===== src/rtl/dchb_pkg.sv =====
package dchb_pkg;

    localparam int PIX_CELLS = 160;
    localparam int PIX_W     = $clog2(PIX_CELLS);
    localparam int PH_W      = 8;
    localparam int TS_W      = 8;

    typedef struct packed {
        logic             marker;
        logic [PIX_W-1:0] pix;
        logic [PH_W-1:0]  ph;
    } hit_rec_t;

    // circular index addition, b may equal depth
    function automatic int unsigned wrap_add(int unsigned a, int unsigned b, int unsigned depth);
        int unsigned s;
        s = a + b;
        if (s >= depth) s = s - depth;
        return s;
    endfunction

endpackage


===== src/rtl/dchb_bx_counter.sv =====
module dchb_bx_counter #(
    parameter int W = 8
) (
    input  logic         clk,
    input  logic         rst,
    output logic [W-1:0] bx
);
    always_ff @(posedge clk) begin
        if (rst) bx <= '0;
        else     bx <= bx + W'(1);
    end
endmodule


===== src/rtl/dchb_drain_ctrl.sv =====
module dchb_drain_ctrl import dchb_pkg::*; #(
    parameter int TS_DEPTH   = 12,
    parameter int DATA_DEPTH = 32,
    parameter int LOSS_W     = 16,
    localparam int TSC_W     = $clog2(TS_DEPTH + 1),
    localparam int DC_W      = $clog2(DATA_DEPTH + 1)
) (
    input  logic              clk,
    input  logic              rst,
    input  logic              hit_vld,
    input  logic              hit_last,
    input  logic [TS_W-1:0]   bx,
    input  logic [TSC_W-1:0]  n_ts,
    input  logic [DC_W-1:0]   d_used,
    output logic              we,
    output logic [DC_W-1:0]   wr_off,
    output logic              commit,
    output logic [DC_W-1:0]   commit_cnt,
    output logic [TS_W-1:0]   commit_ts,
    output logic [LOSS_W-1:0] loss_count
);
    localparam logic [TSC_W-1:0] T_FULL = TSC_W'(TS_DEPTH);
    localparam logic [DC_W:0]    D_FULL = (DC_W + 1)'(DATA_DEPTH);

    logic            in_ev, dropping, first, room_t, room_d, accept, lost;
    logic [DC_W-1:0] wr_cnt;
    logic [TS_W-1:0] cur_ts;

    always_comb begin
        first      = hit_vld && !in_ev;
        room_t     = n_ts < T_FULL;
        room_d     = ({1'b0, d_used} + {1'b0, wr_cnt}) < D_FULL;
        accept     = hit_vld && (first ? room_t : !dropping) && room_d;
        lost       = hit_vld && hit_last && !accept;
        we         = accept;
        wr_off     = wr_cnt;
        commit     = accept && hit_last;
        commit_cnt = wr_cnt + DC_W'(1);
        commit_ts  = first ? bx : cur_ts;
    end

    always_ff @(posedge clk) begin
        if (rst) begin
            in_ev      <= 1'b0;
            dropping   <= 1'b0;
            wr_cnt     <= '0;
            cur_ts     <= '0;
            loss_count <= '0;
        end else if (hit_vld) begin
            in_ev    <= !hit_last;
            dropping <= !hit_last && !accept;
            if (hit_last)    wr_cnt <= '0;
            else if (accept) wr_cnt <= wr_cnt + DC_W'(1);
            if (first) cur_ts <= bx;
            if (lost)  loss_count <= loss_count + LOSS_W'(1);
        end
    end

    AST_LOSS_STEP: assert property (@(posedge clk) disable iff (rst)
        lost |=> loss_count == $past(loss_count) + LOSS_W'(1));
    AST_NO_PARTIAL: assert property (@(posedge clk) disable iff (rst)
        (hit_vld && in_ev && dropping) |-> !commit);
    AST_ROOM_AT_COMMIT: assert property (@(posedge clk) disable iff (rst)
        commit |-> n_ts < T_FULL);
endmodule


===== src/rtl/dchb_event_store.sv =====
module dchb_event_store import dchb_pkg::*; #(
    parameter int TS_DEPTH   = 12,
    parameter int DATA_DEPTH = 32,
    parameter int LATENCY    = 136,
    localparam int TSC_W     = $clog2(TS_DEPTH + 1),
    localparam int DC_W      = $clog2(DATA_DEPTH + 1),
    localparam int TSI_W     = $clog2(TS_DEPTH),
    localparam int DI_W      = $clog2(DATA_DEPTH)
) (
    input  logic              clk,
    input  logic              rst,
    input  logic [TS_W-1:0]   bx,
    input  logic              trig,
    input  logic              we,
    input  logic [DC_W-1:0]   wr_off,
    input  logic [PIX_W-1:0]  wr_pix,
    input  logic [PH_W-1:0]   wr_ph,
    input  logic              commit,
    input  logic [DC_W-1:0]   commit_cnt,
    input  logic [TS_W-1:0]   commit_ts,
    output logic [TSC_W-1:0]  n_ts,
    output logic [DC_W-1:0]   d_used,
    output logic              out_valid,
    input  logic              out_ready,
    output logic [PIX_W-1:0]  out_pix,
    output logic [PH_W-1:0]   out_ph,
    output logic              out_first,
    output logic              out_last,
    output logic [TS_W-1:0]   out_ts
);
    localparam logic [TS_W-1:0]  LAT_V  = TS_W'(LATENCY);
    localparam logic [TSC_W-1:0] T_FULL = TSC_W'(TS_DEPTH);
    localparam logic [DC_W-1:0]  D_FULL = DC_W'(DATA_DEPTH);

    // stamp store: one entry per committed event
    logic [TS_W-1:0] ts_val  [TS_DEPTH];
    logic [DC_W-1:0] ts_cnt  [TS_DEPTH];
    logic            ts_keep [TS_DEPTH];
    // hit store
    hit_rec_t        dmem    [DATA_DEPTH];

    logic [TSI_W-1:0] ts_head, ts_tail, ts_judge;
    logic [TSC_W-1:0] n_judged;
    logic [DI_W-1:0]  d_rd, d_base, waddr;
    logic [DC_W-1:0]  rd_idx, head_cnt, free_amt, add_amt;
    logic [TS_W-1:0]  age;
    logic             unj, judge_go, keep_set, head_rdy, discard, pop, ev_done;
    hit_rec_t         rec, wrec;

    always_comb begin
        unj      = n_ts != n_judged;
        age      = bx - ts_val[ts_judge];
        judge_go = unj && (age >= LAT_V);
        keep_set = trig && (age == LAT_V);
        head_rdy = n_judged != '0;
        head_cnt = ts_cnt[ts_head];
        out_valid = head_rdy && ts_keep[ts_head];
        discard  = head_rdy && !ts_keep[ts_head];
        pop      = out_valid && out_ready;
        out_last = rd_idx == head_cnt - DC_W'(1);
        ev_done  = discard || (pop && out_last);
        free_amt = discard ? head_cnt : (pop ? DC_W'(1) : '0);
        add_amt  = commit ? commit_cnt : '0;
        rec      = dmem[d_rd];
        out_pix  = rec.pix;
        out_ph   = rec.ph;
        out_first = rec.marker;
        out_ts   = ts_val[ts_head];
        waddr    = DI_W'(wrap_add(32'(d_base), 32'(wr_off), DATA_DEPTH));
        wrec     = '{marker: (wr_off == '0), pix: wr_pix, ph: wr_ph};
    end

    always_ff @(posedge clk) begin
        if (we) dmem[waddr] <= wrec;
        if (commit) begin
            ts_val[ts_tail] <= commit_ts;
            ts_cnt[ts_tail] <= commit_cnt;
        end
        if (judge_go) ts_keep[ts_judge] <= keep_set;
    end

    always_ff @(posedge clk) begin
        if (rst) begin
            ts_head  <= '0;
            ts_tail  <= '0;
            ts_judge <= '0;
            n_ts     <= '0;
            n_judged <= '0;
            d_rd     <= '0;
            d_base   <= '0;
            d_used   <= '0;
            rd_idx   <= '0;
        end else begin
            n_ts     <= n_ts + TSC_W'(commit) - TSC_W'(ev_done);
            n_judged <= n_judged + TSC_W'(judge_go) - TSC_W'(ev_done);
            if (commit)   ts_tail  <= TSI_W'(wrap_add(32'(ts_tail), 1, TS_DEPTH));
            if (judge_go) ts_judge <= TSI_W'(wrap_add(32'(ts_judge), 1, TS_DEPTH));
            if (ev_done)  ts_head  <= TSI_W'(wrap_add(32'(ts_head), 1, TS_DEPTH));
            d_used <= d_used + add_amt - free_amt;
            if (commit) d_base <= DI_W'(wrap_add(32'(d_base), 32'(commit_cnt), DATA_DEPTH));
            if (discard)  d_rd <= DI_W'(wrap_add(32'(d_rd), 32'(head_cnt), DATA_DEPTH));
            else if (pop) d_rd <= DI_W'(wrap_add(32'(d_rd), 1, DATA_DEPTH));
            if (ev_done)  rd_idx <= '0;
            else if (pop) rd_idx <= rd_idx + DC_W'(1);
        end
    end

    AST_TS_OCC: assert property (@(posedge clk) disable iff (rst)
        n_ts <= T_FULL);
    AST_DATA_OCC: assert property (@(posedge clk) disable iff (rst)
        d_used <= D_FULL);
    AST_JUDGED_ORDER: assert property (@(posedge clk) disable iff (rst)
        n_judged <= n_ts);
    AST_READ_HOLD: assert property (@(posedge clk) disable iff (rst)
        (out_valid && !out_ready) |=> out_valid && $stable(out_pix) && $stable(out_ph) && $stable(out_ts));
    AST_START_MARK: assert property (@(posedge clk) disable iff (rst)
        (out_valid && rd_idx == '0) |-> out_first);
endmodule


===== src/rtl/dcol_hit_buffer.sv =====
module dcol_hit_buffer import dchb_pkg::*; #(
    parameter int TS_DEPTH   = 12,
    parameter int DATA_DEPTH = 32,
    parameter int LATENCY    = 136,
    parameter int LOSS_W     = 16
) (
    input  logic              clk,
    input  logic              rst,
    input  logic              dr_valid,
    input  logic [PIX_W-1:0]  dr_pix,
    input  logic [PH_W-1:0]   dr_ph,
    input  logic              dr_last,
    input  logic              l1_trig,
    output logic              rd_valid,
    input  logic              rd_ready,
    output logic [PIX_W-1:0]  rd_pix,
    output logic [PH_W-1:0]   rd_ph,
    output logic              rd_first,
    output logic              rd_last,
    output logic [TS_W-1:0]   rd_stamp,
    output logic [LOSS_W-1:0] lost_events
);
    localparam int TSC_W = $clog2(TS_DEPTH + 1);
    localparam int DC_W  = $clog2(DATA_DEPTH + 1);

    logic [TS_W-1:0]  bx, commit_ts;
    logic [TSC_W-1:0] n_ts;
    logic [DC_W-1:0]  d_used, wr_off, commit_cnt;
    logic             we, commit;

    dchb_bx_counter #(.W(TS_W)) bx_i (
        .clk(clk), .rst(rst), .bx(bx)
    );

    dchb_drain_ctrl #(
        .TS_DEPTH(TS_DEPTH), .DATA_DEPTH(DATA_DEPTH), .LOSS_W(LOSS_W)
    ) drain_i (
        .clk(clk), .rst(rst), .hit_vld(dr_valid), .hit_last(dr_last),
        .bx(bx), .n_ts(n_ts), .d_used(d_used), .we(we), .wr_off(wr_off),
        .commit(commit), .commit_cnt(commit_cnt), .commit_ts(commit_ts),
        .loss_count(lost_events)
    );

    dchb_event_store #(
        .TS_DEPTH(TS_DEPTH), .DATA_DEPTH(DATA_DEPTH), .LATENCY(LATENCY)
    ) store_i (
        .clk(clk), .rst(rst), .bx(bx), .trig(l1_trig), .we(we), .wr_off(wr_off),
        .wr_pix(dr_pix), .wr_ph(dr_ph), .commit(commit), .commit_cnt(commit_cnt),
        .commit_ts(commit_ts), .n_ts(n_ts), .d_used(d_used),
        .out_valid(rd_valid), .out_ready(rd_ready), .out_pix(rd_pix), .out_ph(rd_ph),
        .out_first(rd_first), .out_last(rd_last), .out_ts(rd_stamp)
    );
endmodule


===== config.mk =====
export PLATFORM = sky130hd
export DESIGN_NAME = dcol_hit_buffer
export DESIGN_NICKNAME = d
export VERILOG_FILES = /design/src/rtl/dchb_pkg.sv /design/src/rtl/dchb_bx_counter.sv /design/src/rtl/dchb_drain_ctrl.sv /design/src/rtl/dchb_event_store.sv /design/src/rtl/dcol_hit_buffer.sv
export SDC_FILE = /design/constraint.sdc
export NUM_CORES = 1
export LEC_CHECK = 0
export CORE_MARGIN = 8
export CORE_UTILIZATION = 25
export CTS_CLUSTER_SIZE = 24
export DETAILED_ROUTE_END_ITERATION = 10
export RECOVER_POWER = 50
export SKIP_LAST_GASP = 1
export SYNTH_ARGS = -nofsm -noshare
export SYNTH_HDL_FRONTEND = slang
export SYNTH_SLANG_ARGS = --single-unit

===== constraint.sdc =====
create_clock -name clk -period 9.1 [get_ports clk]
set_input_delay 1.82 -clock clk [delete_from_list [all_inputs] [get_ports clk]]
set_output_delay 1.82 -clock clk [all_outputs]
set_load 0.02 [all_outputs]

==> impl_summary.txt <==
----------------------------------------------------
[Run status]
  Result of the run ... finished, violations left
  Violations in the final reports ... max-capacitance violations, max-slew violations

[Floorplanning]
  Initial core utilization ... 25.1%
  Area of the core ... 135,000 um2
  Top Ports ... 65
  Core Rows ... about 140
  Height of the chip ... 385 um
  Die Footprint ... about 150,000 um2
  Die boundary width ... ~380 um

[Power]
  Cell Pwr Density ... 258 nW/um2
  Sum of internal, switching and leakage power ... 0.0102 W
  Switching share of power ... 28.6%
  VDD IR-drop max ... 154 uV
  Leakage power of the design ... 12.5 nW
  Combinational group share of total power ... roughly a quarter
  Cell internal power dissipation ... approximately 0.0073 W
  Relative contribution of the clock network to total power ... 31.7%
  Net switching power ... 0.00292 W
  Portion of total power attributed to sequential cells ... 43.3%

[Logic synthesis]
  Yosys cell types ... 58
  Post-synthesis share of cell area spent on and, or, nand and nor gates ... about 4.1%
  Proportion of synthesized area in mux cells ... 17.7%
  Top FF cell, synth ... sky130_fd_sc_hd__edfxtp_1
  Compound-Gate Fraction of Synth Area ... between 1.5 and 2%
  Synth Warn # ... 0
  Post-synthesis cell count ... 1,804
  Synthesized netlist net count ... approximately 1,900
  Share of Yosys cell area claimed by the top area cell type ... 64.0%
  Netlist area before placement ... 34,000 um2
  Post-synthesis average cell area ... approximately 19 um2
  Count of flip-flops with a built-in enable after synthesis ... 724
  Sequential share of the synthesized area ... a little over two thirds
  Combinational family with the most area after synthesis ... multiplexers
  Cell types with the largest area share after synthesis ... sky130_fd_sc_hd__edfxtp_1, sky130_fd_sc_hd__mux4_2, sky130_fd_sc_hd__dfxtp_1
  Yosys top cell by area ... sky130_fd_sc_hd__edfxtp_1
  Adder and majority gate portion of the synthesized area ... 2.90%
  Proportion of synthesized flip-flops having asynchronous set or reset ... 0%
  Synth Area in XOR/XNOR ... 2.12%
  Seq cells post-synth ... a little over 800

[Route]
  Total detailed-routing wirelength ... around 77,000 um
  Met1 WL ... 33,100 um
  Via Count ... 16,942
  Detailed-routing iteration count for the pre-antenna-repair pass ... 5
  Post-detailed-route count of antenna-violating nets ... 0
  Met3 wire length ... 4210 um
  Routed wirelength normalized by instance count ... between 20 and 25 um
  Post-DR vias/cell ... 4.51
  Detailed Route Iter0 Violations ... 1,313
  Residual DRC ... 0
  Highest layer used for signal routing ... met5
  Routed wl met2 ... 37,800 um

[Placement]
  Post-placement cell count ... ~3,600
  HPWL Detailed ... 44,500 um
  Gp weighted congestion ... 0.753
  PortBufs ... 64

[STA]
  Max Clk Rate ... about 0.16 GHz
  Measured slew at the worst slew-check pin ... 3.81 ns
  Headroom to the max-slew limit ... -154%
  Clock skew ... 0.0558 ns
  TNS Setup ... 0 ns
  Setup-failing EPs final ... 0
  Crit path time final ... 6.30 ns
  Share of the clock period used by the worst path after layout ... 69.2%
  Worst hold margin ... 0.486 ns
  RSZ-0062 raised after global routing ... false
  Hold violation count in the final report ... 0
  Max-slew violations ... roughly 120

[Min path]
  Hold_sp ... drain_i.dropping
  Cell count of the worst hold path ... 2
  Worst hold path class ... reg -> reg
  Hold-critical path endpoint ... drain_i.dropping

[Clock tree]
  Clock tree from TritonCTS ... yes
  Worst skew pair latency ... 0.67 ns
  Clock Sink Count ... 819
  Clock Root Buffer ... sky130_fd_sc_hd__clkbuf_16
  Clock-pin transition on the worst setup and hold timing paths ... ~0.06 ns
  Post-cts hold buffer count ... 0
  Post-CTS setup buffers ... 0
  # resized after CTS ... 0
  Buffers from clock root to sink, at most ... 3
  Total number of H-tree levels ... 3
  Number of buffers created by CTS ... 80

[Cells and area]
  Share of post-route cells with drive strength above 1 ... about a quarter
  Area growth from synthesis to final layout ... 16.4%
  Fin nets ... approximately 2,000
  Final Instance Count excl. Fillers ... 3,759

[GRT]
  GRT Overall Usage ... 10.2%
  Wire length of the first global-routing pass ... 114,000 um
  Vias in the first global route ... 17,749
  Largest net degree at the start of global routing ... slightly above 80
  Overall overflow remaining after global route ... 0
  Initial antenna violation count ... 7

[Setup path]
  CP Capture Type ... output pin
  CP required ... 7.28 ns
  CP Launch Type ... flop
  Worst reg-to-reg setup slack ... 3.63 ns
  Worst path arrival time ... 4.48 ns
  Critical register-to-register path endpoint ... store_i.n_judged[1]
  Cell count of the worst reg-to-reg path ... 16
  Type of the worst setup path ... reg -> out
  Maximum net fanout on the critical path ... 51

[Run]
  Max cap viols ... 2

----------------------------------------------------
## synthesized netlist by cell type, types with 2 or more instances
| cell | n |
|---|---|
| sky130_fd_sc_hd__nor2_1 | 109 |
| sky130_fd_sc_hd__mux2_2 | 31 |
| sky130_fd_sc_hd__clkbuf_1 | 60 |
| sky130_fd_sc_hd__inv_1 | 45 |
| sky130_fd_sc_hd__and2_1 | 6 |
| sky130_fd_sc_hd__o21bai_1 | 2 |
| sky130_fd_sc_hd__nor3b_1 | 2 |
| sky130_fd_sc_hd__mux4_1 | 4 |
| sky130_fd_sc_hd__nand4_1 | 9 |
| sky130_fd_sc_hd__nand3_1 | 23 |
| sky130_fd_sc_hd__a21o_1 | 11 |
| sky130_fd_sc_hd__buf_1 | 19 |
| sky130_fd_sc_hd__fa_1 | 11 |
| sky130_fd_sc_hd__a21oi_1 | 44 |
| sky130_fd_sc_hd__o21ai_0 | 21 |
| sky130_fd_sc_hd__mux2i_1 | 36 |
| sky130_fd_sc_hd__xor2_1 | 35 |
| sky130_fd_sc_hd__ha_1 | 61 |
| sky130_fd_sc_hd__o31ai_1 | 2 |
| sky130_fd_sc_hd__nand2_1 | 54 |
| sky130_fd_sc_hd__xnor2_1 | 47 |
| sky130_fd_sc_hd__buf_6 | 3 |
| sky130_fd_sc_hd__nor3_1 | 4 |
| sky130_fd_sc_hd__a22oi_1 | 6 |
| sky130_fd_sc_hd__nand2b_1 | 10 |
| sky130_fd_sc_hd__nand3b_1 | 3 |
| sky130_fd_sc_hd__buf_2 | 4 |
| sky130_fd_sc_hd__nor4_1 | 3 |
| sky130_fd_sc_hd__and3_1 | 27 |
| sky130_fd_sc_hd__or3_1 | 6 |
| sky130_fd_sc_hd__o21a_1 | 3 |
| sky130_fd_sc_hd__edfxtp_1 | 724 |
| sky130_fd_sc_hd__o41ai_1 | 2 |
| sky130_fd_sc_hd__mux4_2 | 231 |
| sky130_fd_sc_hd__nor2b_1 | 26 |
| sky130_fd_sc_hd__dfxtp_1 | 95 |
| sky130_fd_sc_hd__a211oi_1 | 4 |
## cell usage in the layout, fill, tap and decap left out, types with 5 or more instances in the layout
| cell | Yosys | layout |
|---|---|---|
| sky130_fd_sc_hd__nand3_1 | 23 | 23 |
| sky130_fd_sc_hd__nor2_1 | 109 | 77 |
| sky130_fd_sc_hd__a22oi_1 | 6 | 6 |
| sky130_fd_sc_hd__inv_1 | 45 | 45 |
| sky130_fd_sc_hd__a21oi_1 | 44 | 44 |
| sky130_fd_sc_hd__nand4_1 | 9 | 9 |
| sky130_fd_sc_hd__dfxtp_1 | 95 | 89 |
| sky130_fd_sc_hd__and2_1 | 6 | 5 |
| sky130_fd_sc_hd__a21o_1 | 11 | 11 |
| sky130_fd_sc_hd__clkbuf_16 | 0 | 80 |
| sky130_fd_sc_hd__and3_1 | 27 | 27 |
| sky130_fd_sc_hd__fa_1 | 11 | 11 |
| sky130_fd_sc_hd__clkinv_1 | 0 | 18 |
| sky130_fd_sc_hd__dlygate4sd3_1 | 0 | 33 |
| sky130_fd_sc_hd__mux2_2 | 31 | 23 |
| sky130_fd_sc_hd__xnor2_1 | 47 | 47 |
| sky130_fd_sc_hd__or3_1 | 6 | 6 |
| sky130_fd_sc_hd__clkinv_2 | 0 | 13 |
| sky130_fd_sc_hd__clkbuf_1 | 60 | 18 |
| sky130_fd_sc_hd__xor2_1 | 35 | 35 |
| sky130_fd_sc_hd__nor2_2 | 0 | 32 |
| sky130_fd_sc_hd__nor2b_1 | 26 | 26 |
| sky130_fd_sc_hd__ha_1 | 61 | 61 |
| sky130_fd_sc_hd__o21ai_0 | 21 | 21 |
| sky130_fd_sc_hd__edfxtp_1 | 724 | 724 |
| sky130_fd_sc_hd__mux2i_1 | 36 | 36 |
| sky130_fd_sc_hd__buf_4 | 0 | 42 |
| sky130_fd_sc_hd__clkdlybuf4s50_1 | 0 | 30 |
| sky130_fd_sc_hd__nand2_1 | 54 | 54 |
| sky130_fd_sc_hd__bufinv_16 | 0 | 5 |
| sky130_fd_sc_hd__nand2b_1 | 10 | 10 |
| sky130_fd_sc_hd__mux2_1 | 0 | 8 |
| sky130_fd_sc_hd__mux4_2 | 231 | 231 |
## cell families after synthesis
| group | after synthesis |
|---|---|
| adder cells (fa/ha/maj) | 72 |
| flip-flops | 819 |
| multiplexers | 302 |
| XOR/XNOR | 82 |
| AO/OA/AOI/OAI | 108 |
| buffers and inverters | 131 |
| AND/OR/NAND/NOR | 290 |
## per-layer routing
metal | track usage, % | vias up
met1 | 13.4 | 8933
met4 | 2.78 | 6
li1 | - | 7411
met3 | 2.05 | 117
met5 | 0 | -
met2 | 17.2 | 475
## power by group through the flow
stage	Clock [W]	Sequential [W]	Combinational [W]
floorplan	0	0.00435	0.00194
global placement	0	0.00449	0.00252
detailed placement	0	0.00450	0.00258
CTS	0.00332	0.00442	0.00260
global route	0.00346	0.00444	0.00278
finish	0.00324	0.00442	0.00255
## how the worst max path moves through the flow
stage / from / end / slack, ns
final: flop / rd_last / 2.80
after global routing: flop / rd_last / 2.53
after CTS: flop / rd_last / 2.62
after detailed placement: dr_valid / store_i.d_used[5] / 2.97
after global placement: dr_valid / store_i.d_used[5] / 3.10
after floorplan: flop / store_i.n_judged[1] / 4.23
## layout make-up
type / instances / area, um2
clock inverters: 50 / 465
flip-flops and latches: 819 / 23700
repair buffers: 114 / 997
well taps: 1781 / 2230
multi-input cells: 854 / 9920
clock buffers: 95 / 2080
fillers: 13189 / 95600
inverters: 45 / 169
diodes: 1 / 2.50
## critical path: stages (launching register included)
cell                              delay (ns)
sky130_fd_sc_hd__dfxtp_4                1.01
sky130_fd_sc_hd__mux4_1                 0.65
sky130_fd_sc_hd__mux4_2                 0.52
sky130_fd_sc_hd__inv_1                  0.08
sky130_fd_sc_hd__ha_1                   0.23
sky130_fd_sc_hd__xnor2_1                0.13
sky130_fd_sc_hd__nor4_1                 0.19
sky130_fd_sc_hd__nand3_1                0.18
sky130_fd_sc_hd__nor2_1                 0.13
sky130_fd_sc_hd__clkdlybuf4s50_1        0.69
## sequential cells by signal (all words and copies together), names as in the netlist, 4 cells and up, named ones only
signal / flops
store_i.n_ts: 4
drain_i.cur_ts: 8
store_i.d_rd: 5
store_i.ts_val: 96
store_i.ts_head: 4
drain_i.loss_count: 16
store_i.ts_cnt: 72
store_i.dmem: 544
drain_i.wr_off: 6
store_i.ts_tail: 4
store_i.ts_judge: 4
store_i.d_base: 5
store_i.d_used: 6
store_i.rd_idx: 6
store_i.n_judged: 4
bx_i.bx: 8
store_i.ts_keep: 12
## stage by stage
stage	setup slack, ns	utilization [%]	area (um2)
2_1_floorplan	4.23	-	34000
3_3_place_gp	3.10	27.4	37000
3_5_place_dp	2.97	27.4	37000
4_1_cts	2.62	29.3	39500
5_1_grt	2.53	29.2	39500
6_report	2.80	29.2	39500
Power figures use the tool's default switching activity.
